<file path="src/rtl/fpx_pkg.sv">
package fpx_pkg;

    localparam int NUM_EXC  = 5;
    localparam int WORD_W   = 32;
    localparam int FLAG_LSB = 0;
    localparam int MASK_LSB = 16;

    typedef enum logic [2:0] {
        EXC_INVALID   = 3'd0,
        EXC_DIVZERO   = 3'd1,
        EXC_OVERFLOW  = 3'd2,
        EXC_UNDERFLOW = 3'd3,
        EXC_INEXACT   = 3'd4
    } exc_class_e;

    typedef logic [NUM_EXC-1:0] exc_vec_t;
    typedef logic [WORD_W-1:0]  word_t;

    typedef enum logic {
        VIEW_FLAGS = 1'b0,
        VIEW_MASKS = 1'b1
    } view_sel_e;

    typedef struct packed {
        logic     wr_flags;
        logic     wr_masks;
        exc_vec_t flag_data;
        exc_vec_t mask_data;
    } host_wr_t;

    function automatic word_t place_field(exc_vec_t v, int lsb);
        word_t w;
        w = '0;
        w[lsb +: NUM_EXC] = v;
        return w;
    endfunction

    function automatic exc_vec_t pick_field(word_t w, int lsb);
        return w[lsb +: NUM_EXC];
    endfunction

    function automatic word_t view_span();
        return place_field('1, FLAG_LSB) | place_field('1, MASK_LSB);
    endfunction

endpackage

</file>
<file path="src/rtl/fpx_exc_cell.sv">
module fpx_exc_cell (
    input  logic clk,
    input  logic rst,
    input  logic exc_i,
    input  logic flag_wr_i,
    input  logic flag_wdata_i,
    input  logic mask_wr_i,
    input  logic mask_wdata_i,
    output logic flag_o,
    output logic mask_o,
    output logic trap_req_o
);
    logic flag_q, mask_q;
    logic record;

    always_comb begin
        trap_req_o = exc_i & mask_q;
        record     = exc_i & ~mask_q;
    end

    always_ff @(posedge clk) begin
        if (rst) begin
            flag_q <= 1'b0;
            mask_q <= 1'b0;
        end else begin
            if (flag_wr_i) flag_q <= flag_wdata_i | record;
            else           flag_q <= flag_q | record;
            if (mask_wr_i) mask_q <= mask_wdata_i;
        end
    end

    assign flag_o = flag_q;
    assign mask_o = mask_q;

    a_r2_unmasked_sets_flag: assert property (@(posedge clk) disable iff (rst)
        (exc_i && !mask_o) |=> flag_o);
    a_r3_flag_sticky: assert property (@(posedge clk) disable iff (rst)
        (flag_o && !flag_wr_i) |=> flag_o);
    a_r5_write_race_keeps: assert property (@(posedge clk) disable iff (rst)
        (flag_wr_i && exc_i && !mask_o) |=> flag_o);
    a_r7_trap_skips_flag: assert property (@(posedge clk) disable iff (rst)
        (exc_i && mask_o && !flag_o && !flag_wr_i) |=> !flag_o);
    a_r6_mask_loads: assert property (@(posedge clk) disable iff (rst)
        mask_wr_i |=> (mask_o == $past(mask_wdata_i)));
    a_r6_mask_holds: assert property (@(posedge clk) disable iff (rst)
        !mask_wr_i |=> $stable(mask_o));
endmodule

</file>
<file path="src/rtl/fpx_trap_gen.sv">
module fpx_trap_gen #(
    parameter int N = 5
) (
    input  logic         clk,
    input  logic         rst,
    input  logic [N-1:0] trap_req_i,
    output logic         trap_o,
    output logic [N-1:0] trap_cause_o
);
    logic         trap_q;
    logic [N-1:0] cause_q;

    always_ff @(posedge clk) begin
        if (rst) begin
            trap_q  <= 1'b0;
            cause_q <= '0;
        end else begin
            trap_q  <= |trap_req_i;
            cause_q <= trap_req_i;
        end
    end

    assign trap_o       = trap_q;
    assign trap_cause_o = cause_q;

    a_r7_trap_follows: assert property (@(posedge clk) disable iff (rst)
        (|trap_req_i) |=> (trap_o && trap_cause_o == $past(trap_req_i)));
    a_r8_trap_single: assert property (@(posedge clk) disable iff (rst)
        !(|trap_req_i) |=> (!trap_o && trap_cause_o == '0));
endmodule

</file>
<file path="src/rtl/fpx_host_view.sv">
module fpx_host_view
    import fpx_pkg::*;
(
    input  exc_vec_t  flags_i,
    input  exc_vec_t  masks_i,
    input  view_sel_e sel_i,
    output word_t     rdata_o
);
    always_comb begin
        unique case (sel_i)
            VIEW_FLAGS: rdata_o = place_field(flags_i, FLAG_LSB);
            VIEW_MASKS: rdata_o = place_field(masks_i, MASK_LSB);
            default:    rdata_o = '0;
        endcase
    end
endmodule

</file>
<file path="src/rtl/fpx_status_reg.sv">
module fpx_status_reg
    import fpx_pkg::*;
(
    input  logic                clk,
    input  logic                rst,
    input  logic [NUM_EXC-1:0]  exc_pulse_i,
    input  logic                host_wr_flags_i,
    input  logic                host_wr_masks_i,
    input  logic [WORD_W-1:0]   host_wdata_i,
    input  logic                host_rd_sel_i,
    output logic [WORD_W-1:0]   host_rdata_o,
    output logic                trap_o,
    output logic [NUM_EXC-1:0]  trap_cause_o
);
    host_wr_t  wr;
    exc_vec_t  flags, masks, trap_req;
    view_sel_e view;

    always_comb begin
        wr.wr_flags  = host_wr_flags_i;
        wr.wr_masks  = host_wr_masks_i;
        wr.flag_data = pick_field(host_wdata_i, FLAG_LSB);
        wr.mask_data = pick_field(host_wdata_i, MASK_LSB);
        view         = view_sel_e'(host_rd_sel_i);
    end

    for (genvar i = 0; i < NUM_EXC; i++) begin : g_cell
        fpx_exc_cell u_cell (
            .clk          (clk),
            .rst          (rst),
            .exc_i        (exc_pulse_i[i]),
            .flag_wr_i    (wr.wr_flags),
            .flag_wdata_i (wr.flag_data[i]),
            .mask_wr_i    (wr.wr_masks),
            .mask_wdata_i (wr.mask_data[i]),
            .flag_o       (flags[i]),
            .mask_o       (masks[i]),
            .trap_req_o   (trap_req[i])
        );
    end

    fpx_trap_gen #(.N(NUM_EXC)) u_trap (
        .clk          (clk),
        .rst          (rst),
        .trap_req_i   (trap_req),
        .trap_o       (trap_o),
        .trap_cause_o (trap_cause_o)
    );

    fpx_host_view u_view (
        .flags_i (flags),
        .masks_i (masks),
        .sel_i   (view),
        .rdata_o (host_rdata_o)
    );

    a_r9_unused_zero: assert property (@(posedge clk) disable iff (rst)
        (host_rdata_o & ~view_span()) == '0);
    a_r10_old_mask_rules: assert property (@(posedge clk) disable iff (rst)
        (host_wr_masks_i && (|(exc_pulse_i & masks))) |=> trap_o);
endmodule

</file>
<file path="config.mk">
export PLATFORM = sky130hd
export DESIGN_NAME = fpx_status_reg
export DESIGN_NICKNAME = d
export VERILOG_FILES = /design/src/rtl/fpx_pkg.sv /design/src/rtl/fpx_exc_cell.sv /design/src/rtl/fpx_trap_gen.sv /design/src/rtl/fpx_host_view.sv /design/src/rtl/fpx_status_reg.sv
export SDC_FILE = /design/constraint.sdc
export NUM_CORES = 1
export LEC_CHECK = 0
export CORE_ASPECT_RATIO = 1.25
export CORE_MARGIN = 1
export CORE_UTILIZATION = 31
export DETAILED_ROUTE_END_ITERATION = 7
export GPL_ROUTABILITY_DRIVEN = 0
export PLACE_DENSITY_LB_ADDON = 0.15
export SYNTH_ARGS = -nofsm -noshare
export SYNTH_HDL_FRONTEND = slang
export SYNTH_SLANG_ARGS = --single-unit
</file>
<file path="constraint.sdc">
create_clock -name clk -period 1.5 [get_ports clk]
set_clock_uncertainty 0.1 [all_clocks]
set_input_delay 0.225 -clock clk [delete_from_list [all_inputs] [get_ports clk]]
set_output_delay 0.225 -clock clk [all_outputs]
set_load 0.03 [all_outputs]
</file>
==> results of run 1 <==
metrics by stage:
| stage | std cells | cell area [um2] | setup TNS, ps |
|---|---|---|---|
| finish | 157 | 1085 | 0 |
| global route | 157 | 1085 | 0 |
| CTS | 157 | 1085 | 0 |
| detailed placement | 154 | 1071 | -314.3 |
| global placement | 154 | 1071 | -320.3 |
| floorplan | 111 | 884.6 | 0 |
metal layers:
layer / vias up / track usage / share of wire
met2: 37 / 0.1722 / 0.50
met1: 273 / 0.1434 / 0.40
met4: 0 / 0.09524 / 0
met3: 0 / 0.03049 / 0.11
li1: 313 / - / -
met5: - / 0 / 0
cell usage after synthesis:
library cell | count | area (um2)
a222oi_1 | 1 | 10.01
a31oi_1 | 1 | 6.260
and2_1 | 4 | 25.02
and2_2 | 1 | 7.510
conb_1 | 1 | 3.750
or2b_1 | 1 | 7.510
buf_2 | 2 | 10.01
mux2i_1 | 10 | 100.1
nand2_1 | 5 | 18.77
buf_4 | 23 | 172.7
a21oi_1 | 5 | 25.02
dfxtp_1 | 16 | 320.3
nor2_1 | 10 | 37.54
clkbuf_2 | 1 | 5.000
nand2b_1 | 4 | 25.02
nor2b_1 | 5 | 31.28
sequential cells by signal (all words and copies together) (netlist names):
signal / count
g_cell.u_cell.flag_o: 5
g_cell.u_cell.mask_o: 5
u_trap.trap_cause_o: 5
u_trap.trap_o: 1
kinds of logic after synthesis:
family | Yosys count
flops | 16
simple gates | 30
mux | 10
compound gates | 7
buf+inv | 26
other cells | 1
cell usage in the layout (no fill, tap or decap), drive strengths merged:
cell	instances
or2b	1
dfxtp	16
clkbuf	3
clkdlybuf4s50	18
conb	22
a21oi	5
and2	5
a222oi	1
dlygate4sd2	7
nand2b	4
mux2i	10
buf	11
nand2	5
nor2b	5
a31oi	1
nor2	10
cell type report:
cell class,count,area (um2)
Fill cell,263,1368
Clock buffer,3,22.52
Tap cell,33,41.29
Timing Repair Buffer,36,324.1
Multi-Input combinational cell,69,376.6
Sequential cell,16,320.3
timing repair:
action,in CTS,in global routing
resized for setup,7,0
setup buffers,0,0
endpoints found under the setup margin,11,0
critical path: stages (launching register included):
cell and delay (ps):
dfxtp_1 400, and2_1 150, buf_4 160
power breakdown:
group          internal (W)  switching (W)  leakage, nW
registers          0.000449      0.0000132        0.132
logic             0.0000978       0.000159        0.389
clock network     0.0000931       0.000128       0.0138
worst max-delay path by stage:
stage	end	slack (ps)	cells past startpoint
after global placement	host_rdata_o[18]	-80	3
after global routing	host_rdata_o[17]	80	2
final	host_rdata_o[17]	190	2
after floorplan	host_rdata_o[0]	410	1
after detailed placement	host_rdata_o[18]	-70	3
after CTS	trap_cause_o[2]	170	1
==> impl_results.md, run 1 <==
* Max-slew violations at 0
* Status: finished clean
* FF-to-FF path depth at 2
* Share of post-route cells with drive strength above 1 at 0.1210
* Initial antenna violation count at 0
* Largest family of logic cells by synthesized area: buffers and inverters
* Type of destination of the critical path: output pin
* XOR/XNOR Fraction of Synth Area at 0
* WS Path Type: reg -> out
* Post-synthesis adder-cell area fraction at 0
* P&R area growth vs syn at 34.63%
* Max-cap check violation count at 0
* # nets final at approximately 170
* Final ANT Viol Nets at 0
* GRT Util Overall at 0.1188
* R2R Setup Slk at 440 ps
* Ports at 80
* First-pass GRT wire length at between 2 and 2.5 mm
* Hold path cells at 2
* Core area at ~2500 um2
* Synth Cell Area at between 800 and 900 um2
* Max IR drop VDD at around 320 uV
* # clock sinks at 16
* Clock Latency Late Sink at around 280 ps
* Overflow after GRT at 0
* Vias at roughly 620
* TritonCTS buffer count at 3
* Clock Tree Root: clkbuf_4
* CP Data Required Time at roughly 1200 ps
* Max FO, Critical Path at 5
* Die footprint at approximately 2800 um2
* Hold Path Origin: g_cell[0].u_cell.mask_o
* Die Y-Extent at 59 um
* Post-synthesis mux area share at 0.1242
* Iter 0 DRT Violations at 9
* Period utilisation layout at 0.8731
* CP Data Arrival Time at a little under 1000 ps
* Final core occ at 0.4423
* Max Fclk at roughly 0.76 GHz
* Hold Crit Class: reg -> reg
* RSZ-0062 raised after global routing: false
* Initial Util at 0.3286
* Critical Path Source: g_cell[1].u_cell.mask_o
* Reg-to-reg endpoint: u_trap.trap_o
* Final Hold Fails at 0
* Cells after Synth at 90
* Design Power at roughly 0.00094 W
* Diode count at 0
* Post-Synth Simple-Gate Area at 0.1894
* Maximum number of pins on one net before global-route repair at 17
* DRT Wirelength at approximately 1.5 mm
* Reg-to-Reg Start: g_cell[2].u_cell.mask_o
* DRC at 0
* Post-Synthesis Mean Instance Area at between 8 and 9 um2
* Post-CTS Hold Buffers at 0
* Fin crit period at approximately 1300 ps
* Buffer depth of the longest clock path at 2
* Leak at around 0.54 nW
* Setup WS post-layout at around 190 ps
* Die X at between 40 and 50 um
* Hold worst-path end: u_trap.trap_cause_o[0]
* Clock transition at path regs at 90 ps
* IO buf count at 35
* Post-synth cell types at 16
* Compound-gate portion of the synthesized area at 0.05124
* Pre-CTS setup slack at -71.88 ps
* WHS at 379.4 ps
* HPWL Detailed at between 1 and 1.5 mm
* Register area share after synthesis at 0.3975
* Endpoints failing setup at 0
* Vias/cell at 3.968
* CTS tree: yes
* Drt pass-1 iters at 4
* Power density over cell area at slightly below 900 nW/um2
* Avg WL per Cell at 9.554 um
* Vias in the first global route at between 500 and 600
* Cell Rows at 20
* H-tree depth at 1
* YS warnings at 0
* CP Launch Type: flip-flop
* Flops & latches, synth at 16
Note: power is estimated with default switching activity, not from simulation.
==> run 2, diff against run 1 <==
--- a/config.mk
+++ b/config.mk
@@ -5,9 +5,10 @@
 export SDC_FILE = /design/constraint.sdc
 export NUM_CORES = 1
 export LEC_CHECK = 0
+export ABC_AREA = 1
 export CORE_ASPECT_RATIO = 1.25
 export CORE_MARGIN = 1
-export CORE_UTILIZATION = 31
+export CORE_UTILIZATION = 32
 export DETAILED_ROUTE_END_ITERATION = 7
 export GPL_ROUTABILITY_DRIVEN = 0
 export PLACE_DENSITY_LB_ADDON = 0.15
==> impl_results.md, run 2 <==
* Status: finished clean
* Die Y-Extent at between 50 and 60 um
* EDFF count, synth at 0
* Max Fclk at just under 0.8 GHz
* Flops & latches, synth at 16
* Final std cells w/o fill at 194
* H-tree depth at 1
* Ys flop type: dfxtp_1
* Fin crit period at between 1000 and 1500 ps
* CP Data Arrival Time at ~970 ps
* Largest family of logic cells by synthesized area: buffers and inverters
* P&R area growth vs syn at 39.10%
* Highest-count cells in the layout ignoring fill and taps: nand2_1, conb_1, inv_1
* DRT Wirelength at around 1.7 mm
* Max FO, Critical Path at 1
* Commonest non-fill, non-tap cell in the layout: nand2_1
* Iter 0 DRT Violations at 13
* Core area at 2452 um2
* Period utilisation layout at 0.8625
* Yosys top cell area share at 0.3850
* Vias in the first global route at 656
* Multi-input logic area at ~330 um2
* RSZ-0062 raised after global routing: false
* Max-cap check violation count at 0
* Power density over cell area at approximately 840 nW/um2
* Final Hold Fails at 0
* Max IR drop VDD at 316.2 uV
* Reg area at 320.3 um2
* CP Data Required Time at roughly 1200 ps
* Initial antenna violation count at 0
* Post-synthesis adder-cell area fraction at 0
* Max-slew violations at 0
* CP Cell Sequence: dlygate4sd2_1
* Ports at 80
* YS warnings at 0
* WS Path Type: reg -> out
* WP buf/inv at 1
* Endpoints failing setup at 0
* Hold Crit Class: reg -> reg
* Overflow after GRT at 0
* Delay-heaviest family, CP: buffers and inverters
* Type of destination of the critical path: output pin
* Final core occ at 0.4719
* Dominant cells by area after synthesis: dfxtp_1, buf_4, nand2_1
* Post-Synthesis Mean Instance Area at about 6.8 um2
* Drt pass-1 iters at 2
* Setup TNS at 0 ps
* Compound-gate portion of the synthesized area at 0.06917
* # clock sinks at 16
* Placed Cells at 190
* Cell Rows at 20
* Die footprint at about 2800 um2
* CTS tree: yes
* XOR/XNOR Fraction of Synth Area at 0
* DRC at 0
* Clock Tree Root: clkbuf_4
* Post-synth cell types at 13
* Initial Util at 0.3393
* Post-CTS Setup Inserts at 0
* Most frequent cell after synthesis: nand2_1
* Most frequent cells after synthesis: nand2_1, buf_4, inv_1
* GRT Util Overall at 0.1330
* Vias/cell at about 3.8
* CP Launch Type: flip-flop
* Buffer depth of the longest clock path at 2
* First-pass GRT wire length at roughly 2.6 mm
* TritonCTS buffer count at 3
* IO buf count at 35
* Fraction of registers with async set/reset at 0
* Leak at roughly 0.67 nW
* Final ANT Viol Nets at 0
* Cells after Synth at about 120
* Synth area leader: dfxtp_1
* Avg WL per Cell at around 8.7 um
* Die X at approximately 48 um
* Vias at between 700 and 800
* Synth Cell Area at about 830 um2
* # nets final at between 200 and 250
* HPWL Detailed at between 1 and 1.5 mm
* Fill cell count at approximately 280
* Post-synthesis mux area share at 0
* Worst path slowest cell: dlygate4sd2_1
* Post-Synth Simple-Gate Area at 0.2301
* Clock transition at path regs at 90 ps
* Register area share after synthesis at 0.3850
* Clock Latency Late Sink at 270 ps
* WHS at roughly 380 ps
* Share of post-route cells with drive strength above 1 at 0.1366
* Diode count at 0
* Maximum number of pins on one net before global-route repair at 11
* Slowest cell delay on critical path at just under 400 ps
run 2: changes by cell type in the layout (fill, tap and decap cells not counted), sizes merged, moves of 2 or more:
cell    delta
nand2     +26
inv       +23
mux2i     -10
nand3      +6
and2       -5
nor2b      -5
o21ai      +5
nand2b     -4
buf        +2
nor2       +2
run 2: metal layers:
layer | wire [um] | part of all wire | GRT usage | up-vias
li1 | - | - | - | 394
met1 | 693 | 0.41 | 0.1559 | 313
met2 | 845 | 0.50 | 0.2172 | 33
met3 | 101 | 0.060 | 0.01829 | 4
met4 | 48 | 0.028 | 0.08730 | 0
met5 | 0 | 0 | 0 | -
run 2: final timing paths:
| path | startpoint | end | slack [ps] | depth (start not counted) |
|---|---|---|---|---|
| max | u_trap.trap_cause_o[3] | trap_cause_o[3] | 210 | 1 |
| min | g_cell[2].u_cell.mask_o | u_trap.trap_cause_o[2] | 380 | 2 |
| max reg2reg | g_cell[1].u_cell.mask_o | u_trap.trap_o | 660 | 4 |
| min reg2reg | g_cell[2].u_cell.mask_o | u_trap.trap_cause_o[2] | 380 | 2 |
run 2: cell families after synthesis:
kind of cell / after synthesis
buffers and inverters: 46
other: 1
and+or+nand+nor: 49
AOI/OAI and AO/OA: 10
DFF: 16
run 2: layout make-up:
type | instances | share of cell area
inverters | 23 | 0.07676
multi-input cells | 81 | 0.2886
clock buffers | 3 | 0.01946
repair buffers | 38 | 0.3027
flip-flops and latches | 16 | 0.2768
well taps | 33 | 0.03568
run 2: per-stage QoR:
stage	setup slack, ps	total power, W	cell area [um2]
6_report	206.2	0.0009686	1157
5_1_grt	139.0	0.001039	1157
4_1_cts	45.55	0.0009846	1137
3_5_place_dp	44.88	0.0007673	1122
3_3_place_gp	60.49	0.0007640	1122
2_1_floorplan	373.8	0.0007009	910.9
run 2: where the power goes:
group	internal [W]	switching [W]
Clock	0.0000927	0.000119
Sequential	0.000452	0.0000126
Combinational	0.000103	0.000189
run 2: timing repair:
action	4_1_cts	5_1_grt
gates cloned	0	1
hold buffers	0	0
endpoints found under the setup margin	6	4
gates resized for setup	6	6
